File: src/rtl/rtc_regwin_pkg.sv
package rtc_regwin_pkg;

  localparam int ADDR_W  = 3;
  localparam int DATA_W  = 16;
  localparam int PTR_W   = 2;
  localparam int BYTES_W = DATA_W / 8;

  localparam logic [ADDR_W-1:0] ADR_CFG  = 3'd0;
  localparam logic [ADDR_W-1:0] ADR_ACFG = 3'd1;
  localparam logic [ADDR_W-1:0] ADR_TWIN = 3'd2;
  localparam logic [ADDR_W-1:0] ADR_AWIN = 3'd3;
  localparam logic [ADDR_W-1:0] ADR_KEY  = 3'd4;

  localparam logic [7:0] KEY_FIRST  = 8'h55;
  localparam logic [7:0] KEY_SECOND = 8'hAA;

  localparam int CFG_EN_BIT   = 15;
  localparam int CFG_WREN_BIT = 13;
  localparam int CFG_PTR_LSB  = 8;

  typedef enum logic [1:0] {
    KEY_IDLE  = 2'd0,
    KEY_HALF  = 2'd1,
    KEY_ARMED = 2'd2
  } key_state_e;

  // Implemented bits of each field pair, indexed by pointer code.
  function automatic logic [DATA_W-1:0] slot_mask(input bit has_year, input int idx);
    logic [DATA_W-1:0] m;
    case (idx)
      0:       m = 16'h7F7F;
      1:       m = 16'h073F;
      2:       m = 16'h1F3F;
      default: m = has_year ? 16'h00FF : 16'h0000;
    endcase
    return m;
  endfunction

endpackage

File: src/rtl/rtc_regwin_key.sv
module rtc_regwin_key
  import rtc_regwin_pkg::*;
(
  input  logic       clk_i,
  input  logic       rst_n_i,
  input  logic       wr_i,
  input  logic       key_hit_i,
  input  logic       lo_en_i,
  input  logic [7:0] data_i,
  output logic       armed_o
);

  key_state_e state_q, state_d;
  logic       key_wr;

  assign key_wr = wr_i & key_hit_i & lo_en_i;

  always_comb begin
    state_d = state_q;
    if (wr_i) begin
      if (key_wr && data_i == KEY_FIRST)
        state_d = KEY_HALF;
      else if (key_wr && data_i == KEY_SECOND && state_q == KEY_HALF)
        state_d = KEY_ARMED;
      else
        state_d = KEY_IDLE;
    end else if (state_q == KEY_ARMED) begin
      state_d = KEY_IDLE;
    end
  end

  always_ff @(posedge clk_i or negedge rst_n_i) begin
    if (!rst_n_i) state_q <= KEY_IDLE;
    else          state_q <= state_d;
  end

  assign armed_o = (state_q == KEY_ARMED);

  // the unlock window is a single cycle
  a_r7_armed_one_cycle: assert property (@(posedge clk_i) disable iff (!rst_n_i)
    armed_o |=> !armed_o);

  // arming needs the first key byte in the cycle before
  a_r7_armed_after_half: assert property (@(posedge clk_i) disable iff (!rst_n_i)
    $rose(armed_o) |-> $past(state_q == KEY_HALF));

endmodule

File: src/rtl/rtc_regwin_window.sv
module rtc_regwin_window
  import rtc_regwin_pkg::*;
#(
  parameter int DW       = 16,
  parameter int PW       = 2,
  parameter bit HAS_YEAR = 1'b1
) (
  input  logic                     clk_i,
  input  logic                     fld_rst_n_i,
  input  logic                     ptr_rst_n_i,
  input  logic                     rd_i,
  input  logic                     wr_i,
  input  logic [DW/8-1:0]          be_i,
  input  logic [DW-1:0]            wdata_i,
  input  logic                     wr_allow_i,
  input  logic                     ptr_ld_i,
  input  logic [PW-1:0]            ptr_ld_val_i,
  output logic [PW-1:0]            ptr_o,
  output logic [DW-1:0]            rdata_o,
  output logic [(1<<PW)*DW-1:0]    slots_o
);

  localparam int NSLOT = 1 << PW;
  localparam int NBYTE = DW / 8;

  logic [PW-1:0]              ptr_q, ptr_d;
  logic [NSLOT-1:0][DW-1:0]   slot_q, slot_d;
  logic [DW-1:0]              bmask;
  logic                       wr_ok, step;

  assign wr_ok = wr_i & wr_allow_i;
  assign step  = rd_i | (wr_ok & be_i[NBYTE-1]);

  for (genvar b = 0; b < NBYTE; b++) begin : g_bmask
    assign bmask[b*8 +: 8] = {8{be_i[b]}};
  end

  always_comb begin
    ptr_d = ptr_q;
    if (ptr_ld_i)
      ptr_d = ptr_ld_val_i;
    else if (step && ptr_q != '0)
      ptr_d = ptr_q - 1'b1;
  end

  for (genvar s = 0; s < NSLOT; s++) begin : g_slot
    localparam logic [DW-1:0] IMPL = DW'(slot_mask(HAS_YEAR, s));
    logic hit;
    assign hit       = wr_ok & (ptr_q == PW'(s));
    assign slot_d[s] = hit ? (((slot_q[s] & ~bmask) | (wdata_i & bmask)) & IMPL)
                           : slot_q[s];
  end

  always_ff @(posedge clk_i or negedge ptr_rst_n_i) begin
    if (!ptr_rst_n_i) ptr_q <= '0;
    else              ptr_q <= ptr_d;
  end

  always_ff @(posedge clk_i or negedge fld_rst_n_i) begin
    if (!fld_rst_n_i) slot_q <= '0;
    else              slot_q <= slot_d;
  end

  assign ptr_o   = ptr_q;
  assign rdata_o = slot_q[ptr_q];
  assign slots_o = slot_q;

  // reads never change field contents
  a_r4_read_keeps_fields: assert property (@(posedge clk_i)
    disable iff (!fld_rst_n_i || !ptr_rst_n_i)
    rd_i |=> $stable(slot_q));

  // the pointer stops at zero
  a_r4_ptr_floor: assert property (@(posedge clk_i)
    disable iff (!fld_rst_n_i || !ptr_rst_n_i)
    (rd_i && ptr_q == '0 && !ptr_ld_i) |=> ptr_q == '0);

  // a write without the upper byte keeps the pointer
  a_r5_lower_write_no_step: assert property (@(posedge clk_i)
    disable iff (!fld_rst_n_i || !ptr_rst_n_i)
    (wr_i && !be_i[NBYTE-1] && !ptr_ld_i) |=> $stable(ptr_q));

  // a locked write touches neither fields nor pointer
  a_r6_locked_write_inert: assert property (@(posedge clk_i)
    disable iff (!fld_rst_n_i || !ptr_rst_n_i)
    (wr_i && !wr_allow_i && !ptr_ld_i) |=> ($stable(slot_q) && $stable(ptr_q)));

endmodule

File: src/rtl/rtc_regwin.sv
module rtc_regwin
  import rtc_regwin_pkg::*;
(
  input  logic                clk_i,
  input  logic                por_n_i,
  input  logic                rst_n_i,
  input  logic [ADDR_W-1:0]   addr_i,
  input  logic                rd_i,
  input  logic                wr_i,
  input  logic [BYTES_W-1:0]  be_i,
  input  logic [DATA_W-1:0]   wdata_i,
  output logic [DATA_W-1:0]   rdata_o,
  output logic                en_o,
  output logic [7:0]          cal_o,
  output logic [DATA_W-1:0]   acfg_o,
  output logic [4*DATA_W-1:0] time_slots_o,
  output logic [4*DATA_W-1:0] alarm_slots_o
);

  localparam int HI = BYTES_W - 1;

  logic sys_rst_n;
  assign sys_rst_n = por_n_i & rst_n_i;

  logic hit_cfg, hit_acfg, hit_twin, hit_awin, hit_key;
  assign hit_cfg  = (addr_i == ADR_CFG);
  assign hit_acfg = (addr_i == ADR_ACFG);
  assign hit_twin = (addr_i == ADR_TWIN);
  assign hit_awin = (addr_i == ADR_AWIN);
  assign hit_key  = (addr_i == ADR_KEY);

  logic cfg_wr, acfg_wr;
  assign cfg_wr  = wr_i & hit_cfg;
  assign acfg_wr = wr_i & hit_acfg;

  // configuration register state
  logic       en_q, en_d, wren_q, wren_d;
  logic [7:0] cal_q, cal_d;
  logic [5:0] acfg_hi_q, acfg_hi_d;
  logic [7:0] acfg_lo_q, acfg_lo_d;
  logic       armed;

  rtc_regwin_key u_key (
    .clk_i     (clk_i),
    .rst_n_i   (sys_rst_n),
    .wr_i      (wr_i),
    .key_hit_i (hit_key),
    .lo_en_i   (be_i[0]),
    .data_i    (wdata_i[7:0]),
    .armed_o   (armed)
  );

  always_comb begin
    en_d   = en_q;
    wren_d = wren_q;
    cal_d  = cal_q;
    if (cfg_wr && be_i[HI]) begin
      if (wren_q)
        en_d = wdata_i[CFG_EN_BIT];
      if (!wdata_i[CFG_WREN_BIT])
        wren_d = 1'b0;
      else if (armed)
        wren_d = 1'b1;
    end
    if (cfg_wr && be_i[0])
      cal_d = wdata_i[7:0];
  end

  always_comb begin
    acfg_hi_d = acfg_hi_q;
    acfg_lo_d = acfg_lo_q;
    if (acfg_wr && be_i[HI]) acfg_hi_d = wdata_i[15:10];
    if (acfg_wr && be_i[0])  acfg_lo_d = wdata_i[7:0];
  end

  always_ff @(posedge clk_i or negedge por_n_i) begin
    if (!por_n_i) begin
      en_q   <= 1'b0;
      wren_q <= 1'b0;
      cal_q  <= '0;
    end else begin
      en_q   <= en_d;
      wren_q <= wren_d;
      cal_q  <= cal_d;
    end
  end

  always_ff @(posedge clk_i or negedge sys_rst_n) begin
    if (!sys_rst_n) begin
      acfg_hi_q <= '0;
      acfg_lo_q <= '0;
    end else begin
      acfg_hi_q <= acfg_hi_d;
      acfg_lo_q <= acfg_lo_d;
    end
  end

  // field windows
  logic [PTR_W-1:0]  tptr, aptr;
  logic [DATA_W-1:0] t_rdata, a_rdata;

  rtc_regwin_window #(.DW(DATA_W), .PW(PTR_W), .HAS_YEAR(1'b1)) u_twin (
    .clk_i        (clk_i),
    .fld_rst_n_i  (por_n_i),
    .ptr_rst_n_i  (por_n_i),
    .rd_i         (rd_i & hit_twin),
    .wr_i         (wr_i & hit_twin),
    .be_i         (be_i),
    .wdata_i      (wdata_i),
    .wr_allow_i   (wren_q),
    .ptr_ld_i     (cfg_wr & be_i[HI]),
    .ptr_ld_val_i (wdata_i[CFG_PTR_LSB +: PTR_W]),
    .ptr_o        (tptr),
    .rdata_o      (t_rdata),
    .slots_o      (time_slots_o)
  );

  rtc_regwin_window #(.DW(DATA_W), .PW(PTR_W), .HAS_YEAR(1'b0)) u_awin (
    .clk_i        (clk_i),
    .fld_rst_n_i  (por_n_i),
    .ptr_rst_n_i  (sys_rst_n),
    .rd_i         (rd_i & hit_awin),
    .wr_i         (wr_i & hit_awin),
    .be_i         (be_i),
    .wdata_i      (wdata_i),
    .wr_allow_i   (1'b1),
    .ptr_ld_i     (acfg_wr & be_i[HI]),
    .ptr_ld_val_i (wdata_i[CFG_PTR_LSB +: PTR_W]),
    .ptr_o        (aptr),
    .rdata_o      (a_rdata),
    .slots_o      (alarm_slots_o)
  );

  logic [DATA_W-1:0] cfg_img, acfg_img;
  assign cfg_img  = {en_q, 1'b0, wren_q, 3'b000, tptr, cal_q};
  assign acfg_img = {acfg_hi_q, aptr, acfg_lo_q};

  always_comb begin
    rdata_o = '0;
    if (rd_i) begin
      if (hit_cfg)       rdata_o = cfg_img;
      else if (hit_acfg) rdata_o = acfg_img;
      else if (hit_twin) rdata_o = t_rdata;
      else if (hit_awin) rdata_o = a_rdata;
    end
  end

  assign en_o   = en_q;
  assign cal_o  = cal_q;
  assign acfg_o = acfg_img;

  // Input assumption: one strobe per cycle
  a_in_single_strobe: assert property (@(posedge clk_i) disable iff (!por_n_i)
    !(rd_i && wr_i));

  // write-enable only rises straight after the key sequence
  a_r7_wren_needs_key: assert property (@(posedge clk_i) disable iff (!sys_rst_n)
    $rose(wren_q) |-> $past(armed));

  // clearing write-enable is never refused
  a_r8_wren_clear: assert property (@(posedge clk_i) disable iff (!por_n_i)
    (cfg_wr && be_i[HI] && !wdata_i[CFG_WREN_BIT]) |=> !wren_q);

  // enable bit is frozen while locked
  a_r6_en_locked: assert property (@(posedge clk_i) disable iff (!por_n_i)
    (cfg_wr && !wren_q) |=> $stable(en_q));

endmodule

File: config.mk
export PLATFORM = sky130hd
export DESIGN_NAME = rtc_regwin
export DESIGN_NICKNAME = d
export VERILOG_FILES = /design/src/rtl/rtc_regwin_pkg.sv /design/src/rtl/rtc_regwin_key.sv /design/src/rtl/rtc_regwin_window.sv /design/src/rtl/rtc_regwin.sv
export SDC_FILE = /design/constraint.sdc
export NUM_CORES = 1
export LEC_CHECK = 0
export CORE_MARGIN = 2
export CORE_UTILIZATION = 40
export DETAILED_ROUTE_END_ITERATION = 10
export DONT_BUFFER_PORTS = 1
export GPL_ROUTABILITY_DRIVEN = 0
export PLACE_DENSITY_LB_ADDON = 0.08
export SYNTH_ARGS = -nofsm -noshare
export SYNTH_HDL_FRONTEND = slang
export SYNTH_SLANG_ARGS = --single-unit
File: constraint.sdc
create_clock -name clk_i -period 2.3 [get_ports clk_i]
set_input_delay 0 -clock clk_i [delete_from_list [all_inputs] [get_ports clk_i]]
set_output_delay 0 -clock clk_i [all_outputs]
set_load 0.05 [all_outputs]
## Word-level counts from Yosys, hierarchy flattened

Cells that the tools add are included.

| operators by class | value |
|---|---|
| bitwise logic cells | 39 |
| multipliers | 0 |
| equal/unequal tests | 14 |
| mux-type cells | 19 |
| shifts and indexed selects | 0 |
| $add $sub $neg | 2 |
| reductions and logical operators | 19 |
| div/mod/pow operators | 0 |
| $lt $le $gt $ge | 2 |

Operator list:

| cell | number |
|---|---|
| 16-bit 2-to-1 mux | 7 |
| 16-bit binary-select mux with 2-bit select | 2 |
| 15-bit bitwise AND | 3 |
| 15-bit bitwise OR | 2 |
| 13-bit bitwise AND | 2 |
| 13-bit bitwise OR | 2 |
| 11-bit bitwise AND | 2 |
| 11-bit bitwise OR | 2 |
| 1-bit bitwise AND | 21 |
| 2-bit 2-to-1 mux | 8 |
| 15-bit NOT | 1 |
| 2-bit nonzero test | 5 |
| 1-bit logical AND | 9 |
| 8-bit bitwise AND | 1 |
| 2-bit == test (second input constant) | 4 |
| 8-bit by 7-bit == test with 1-bit output (second input constant) | 1 |
| 8-bit == test (second input constant) | 1 |
| 8-bit bitwise OR | 1 |
| 2-bit by 1-bit == test with 1-bit output (second input constant) | 3 |
| 3-bit by 2-bit == test with 1-bit output (second input constant) | 2 |
| 2-bit by 3-bit less-than comparator with 1-bit output (second input constant) | 2 |
| 2-bit zero test | 2 |
| 2-bit AND reduction | 2 |
| 2-bit by 1-bit subtractor with 2-bit output (second input constant) | 2 |
| 6 further kinds | 8 |

| storage, ports and cells | value |
|---|---|
| logic and storage cells | 110 |
| input port bits | 26 |
| bits in latches | 0 |
| bits in registers | 106 |
| bits in writable memories | 0 |
| memory bits (read-only) | 0 |
| memories kept | 0 |

## Longest topological paths before layout

| depth | value |
|---|---|
| word-level depth | 8 |
| mapped depth | 7 |
| gate-level depth less buffers | 5 |

## Hierarchy

Synthesis repeated with hierarchy kept, for this count alone.

| second synthesis, totals | value |
|---|---|
| cells, all modules | 477 |
| area, all modules | 5774.3 um^2 |

By module, submodules not included:

| module | cells each | seq. area each (um^2) | area each (um^2) | instances |
|---|---|---|---|---|
| rtc_regwin_window (u_twin) | 167 | 1101.1 | 2232.1 | 1 |
| rtc_regwin_window (u_awin) | 165 | 900.9 | 1953.1 | 1 |
| rtc_regwin | 130 | 600.6 | 1443.9 | 1 |
| rtc_regwin_key | 15 | 50.0 | 145.1 | 1 |

## Worst setup path before layout

Ideal clock, no wire load.

| path | value |
|---|---|
| path type | register -> output |
| start point | register u_awin.ptr_q[1] (netlist: u_awin.ptr_o[1]) |
| end point | output port rdata_o[3] |
| stages on the path, launching flop included | 6 |
| data required time | 2300 ps |
| path buffers | 2 |
| arrival time | 2776 ps |
| setup slack | -476 ps |
| cells stage by stage | dfrtp_1 > buf_2 > buf_2 > mux2_2 > a221oi_1 > nor4_1 |

| on the way | value |
|---|---|
| longest elaborated chain between the ends | 7 |

Ends and longest elaborated chain:

| item | RTL line | text |
|---|---|---|
| from (decl) | rtc_regwin_window.sv:26 | `logic [PW-1:0] ptr_q, ptr_d;` |
| from (signal assigned) | rtc_regwin_window.sv:56 | `else ptr_q <= ptr_d;` |
| 16-bit binary-select mux with 2-bit select | rtc_regwin_window.sv:65 | `assign rdata_o = slot_q[ptr_q];` |
| 16-bit 2-to-1 mux (implied by the code) | rtc_regwin_window.sv:65 |  |
| 16-bit 2-to-1 mux | rtc_regwin.sv:144 | `else if (hit_awin) rdata_o = a_rdata;` |
| 16-bit 2-to-1 mux | rtc_regwin.sv:143 | `else if (hit_twin) rdata_o = t_rdata;` |
| 16-bit 2-to-1 mux | rtc_regwin.sv:142 | `else if (hit_acfg) rdata_o = acfg_img;` |
| 16-bit 2-to-1 mux | rtc_regwin.sv:141 | `if (hit_cfg) rdata_o = cfg_img;` |
| 16-bit 2-to-1 mux | rtc_regwin.sv:140 | `if (rd_i) begin` |
| to (decl) | rtc_regwin.sv:12 | `output logic [DATA_W-1:0] rdata_o,` |

No other way between the ends. The select of a mux whose other input is x is not followed.

## Worst setup path after layout

| path | value |
|---|---|
| start point | register u_awin.ptr_q[1] (netlist: u_awin.ptr_o[1]) |
| end point | output port rdata_o[5] |

Same word-level chain as after synthesis.

==> impl_metrics.prom <==
# TYPE chip_impl_metric gauge
chip_impl_info{name="run_status",value="completed"} 1
chip_impl_metric{name="fin_crit",unit="ps"} 2180
chip_impl_metric{name="numClockSinks",unit=""} 106
chip_impl_metric{name="dr_total_vias",unit=""} 3752
chip_impl_metric{name="synth_async_sr_flop_share",unit=""} 1.00
chip_impl_info{name="synth_top_cells_by_count",value="mux2_2, dfrtp_1, buf_4"} 1
chip_impl_metric{name="detail_route.vias_per_cell",unit=""} 5.38
chip_impl_metric{name="area_delta_synth_final",unit="%"} 13.1
chip_impl_metric{name="starting_density_of_the_core",unit=""} 0.409
chip_impl_metric{name="fp.dieH",unit="um"} 123
chip_impl_metric{name="synth_area",unit="sq um"} 5660
chip_impl_metric{name="fin_worst_skew",unit="ps"} 4.98
chip_impl_metric{name="cts_buffers",unit=""} 9
chip_impl_metric{name="seq_area_frac_synth",unit=""} 0.469
chip_impl_metric{name="required",unit="ps"} 2300
chip_impl_metric{name="cap_violations",unit=""} 0
chip_impl_metric{name="worstPathMaxFanout",unit=""} 12
chip_impl_metric{name="cp_data_arrival_time",unit="ps"} 2180
chip_impl_metric{name="power.ir.vdd_worst",unit="mV"} 0.356
chip_impl_metric{name="first_global_vias",unit=""} 3893
chip_impl_metric{name="globalRoute.totalOverflow",unit=""} 0
chip_impl_metric{name="finish.cell_count_without_fillers",unit=""} 697
chip_impl_info{name="cell_types_with_the_largest_area_share_after_synthesis",value="dfrtp_1, mux2_2, buf_4"} 1
chip_impl_info{name="worstHoldPathType",value="in2reg"} 1
chip_impl_metric{name="cts.reportedPaths.clkPinSlew",unit="ps"} 70
chip_impl_info{name="routed.top_layer",value="met4"} 1
chip_impl_metric{name="postRouteWirelength",unit="mm"} 15.7
chip_impl_metric{name="met2_wirelength",unit="mm"} 7.11
chip_impl_info{name="timing.critical_path.to_type",value="primary output"} 1
chip_impl_metric{name="dieWidth",unit="um"} 123
chip_impl_metric{name="postSynthRegisterBits",unit=""} 106
chip_impl_metric{name="cts_resized",unit=""} 0
chip_impl_metric{name="drt_first_iter_violations",unit=""} 154
chip_impl_metric{name="ant_nets",unit=""} 0
chip_impl_metric{name="design.die.area",unit="sq um"} 15100
chip_impl_info{name="worstSetupPathType",value="reg2out"} 1
chip_impl_info{name="synth-main-ff-cell",value="dfrtp_1"} 1
chip_impl_metric{name="number_of_i_o_port_buffers",unit=""} 0
chip_impl_metric{name="clock_latency_reported_for_the_late_side_of_the_worst_skew_pair",unit="ps"} 340
chip_impl_metric{name="synthCells",unit=""} 472
chip_impl_metric{name="syn-mean-instance-area",unit="sq um"} 12.0
chip_impl_metric{name="report.final.setup_viol",unit=""} 0
chip_impl_metric{name="wl_met1",unit="mm"} 6.70
chip_impl_metric{name="cts.path.max_buffers",unit=""} 2
chip_impl_metric{name="detailedPlacementHpwl",unit="mm"} 11.2
chip_impl_metric{name="drc",unit=""} 0
chip_impl_metric{name="total_leakage_power",unit="nW"} 2.97
chip_impl_metric{name="placeable_core_region",unit="sq um"} 13800
chip_impl_metric{name="report.final.slew_viol_count",unit=""} 0
chip_impl_info{name="worstSetupStartpointType",value="flop"} 1
chip_impl_metric{name="setup_tns",unit="ps"} 0
chip_impl_metric{name="antenna_found_initial",unit=""} 0
chip_impl_metric{name="global_route_usage_over_all_layers",unit=""} 0.213
chip_impl_metric{name="final_min_period_over_clock_period",unit=""} 0.950
chip_impl_metric{name="yosys_warnings",unit=""} 0
chip_impl_metric{name="design.final.nets",unit=""} 545
chip_impl_metric{name="synth-edff-count",unit=""} 0
chip_impl_metric{name="routed-wl-met3",unit="mm"} 1.55
chip_impl_metric{name="io_count",unit=""} 195
chip_impl_metric{name="wl_per_cell",unit="um"} 22.5
chip_impl_metric{name="grt_first_pass_wirelength",unit="mm"} 23.8
chip_impl_metric{name="final_hold_viol_count",unit=""} 0
chip_impl_metric{name="drt_first_pass_iters",unit=""} 6
chip_impl_metric{name="antenna_cells",unit=""} 0
chip_impl_info{name="library_cell_occupying_the_most_area_in_the_post_synthesis_netlist",value="dfrtp_1"} 1
chip_impl_metric{name="slew_headroom",unit=""} 0.340
chip_impl_metric{name="fmax",unit="GHz"} 0.458
chip_impl_metric{name="worstMarginPinSlew",unit="ps"} 991
chip_impl_info{name="synthMostInstantiatedCell",value="mux2_2"} 1
chip_impl_metric{name="clock_tree.htree_level_count",unit=""} 3
chip_impl_info{name="tritoncts_clock_tree",value="done"} 1
chip_impl_metric{name="dp_cells",unit=""} 658
chip_impl_metric{name="top_area_cell_type_share_of_the_netlist_area",unit=""} 0.469
chip_impl_info{name="clock-root-buffer",value="clkbuf_16"} 1
chip_impl_metric{name="rows",unit=""} 43
chip_impl_metric{name="pin_count_of_the_biggest_net_entering_global_routing",unit=""} 90
chip_impl_metric{name="final_layout_size_suffix_gt1_frac",unit=""} 0.348
chip_impl_info{name="grt_setup_unrepaired",value="false"} 1
chip_impl_metric{name="powerDensity",unit="nW/um^2"} 1090
chip_impl_metric{name="ys_types",unit=""} 48
layer usage:
layer	global-route usage	vias up
met4	0.0833	0
met3	0.0706	21
li1	-	1672
met1	0.284	1892
met2	0.321	167
met5	0	-
cells by family after synthesis:
family,after synthesis,synth area share
multiplexers,126,0.261
flip-flops,106,0.469
AND/OR/NAND/NOR,95,0.0962
buffers and inverters,84,0.0937
AO/OA/AOI/OAI,51,0.0610
adder cells (fa/ha/maj),7,0.0155
XOR/XNOR,2,0.00310
other,1,0.000662
metrics by stage:
| stage | util | power (mW) | cell area [sq um] | hold slack, ps | setup WS, ps |
|---|---|---|---|---|---|
| 2_1_floorplan | - | 5.00 | 5890 | -296 | 105 |
| 3_3_place_gp | 0.424 | 5.36 | 5870 | -293 | 505 |
| 3_5_place_dp | 0.424 | 5.39 | 5870 | -293 | 451 |
| 4_1_cts | 0.463 | 7.04 | 6400 | 7.02 | 95.4 |
| 5_1_grt | 0.463 | 7.29 | 6400 | 33.7 | 8.79 |
| 6_report | 0.463 | 6.96 | 6400 | 18.6 | 115 |
cells in the final DEF, fill, tap and decap left out, types with 5 or more instances in the layout:
cell	instances
inv_1	7
mux2i_1	9
mux2_2	110
dfrtp_1	106
dlygate4sd3_1	22
a21oi_1	10
a211oi_1	7
nand2_1	21
clkbuf_16	9
buf_4	30
nor2_2	5
o21ai_0	8
nor2_1	15
conb_1	52
a221oi_1	7
nor4_2	7
ha_1	7
nor2b_1	7
nand2b_1	11
mux4_2	6
worst paths after layout:
check | depth (start not counted) | end | startpoint | slack, ps
max in group asynchronous | 3 | acfg_hi_q[1]$_DFFE_PN0P_ | por_n_i | 740
worst min register to register | 2 | u_key.state_q[1]$_DFFE_PN0P_ | u_key.state_q[0]$_DFFE_PN0P_ | 530
worst max-delay path | 5 | rdata_o[5] | u_awin.ptr_o[1]$_DFFE_PN0P_ | 120
min in group asynchronous | 2 | async pin | por_n_i | 210
worst min-delay path | 4 | u_key.state_q[1]$_DFFE_PN0P_ | wdata_i[5] | 20
worst max register to register | 5 | u_awin.ptr_o[1]$_DFFE_PN0P_ | u_awin.ptr_o[1]$_DFFE_PN0P_ | 450
repair_timing:
item,CTS,global route
setup buffers,0,0
hold buffers,23,0
hold endpoints to repair,212,0
power breakdown:
group / leakage, nW / internal [mW] / switching [mW]
Combinational: 1.41 / 0.725 / 1.03
Clock: 0.136 / 0.842 / 0.682
Sequential: 1.42 / 2.20 / 1.49
final cells by class:
| type | count | area (sq um) |
|---|---|---|
| Timing Repair Buffer | 54 | 493 |
| Fill cell | 1321 | 7420 |
| Multi-Input combinational cell | 333 | 2720 |
| Clock inverter | 5 | 55.1 |
| Clock buffer | 11 | 233 |
| Sequential cell | 106 | 2650 |
| Tap cell | 180 | 225 |
| Inverter | 8 | 30.0 |
worst max-delay path: stages (launching register included):
cell and delay, ps:
dfrtp_1 590, buf_4 250, mux2_2 340, a221oi_1 370, nor4_2 70, buf_4 210
Power figures use the tool's default switching activity.
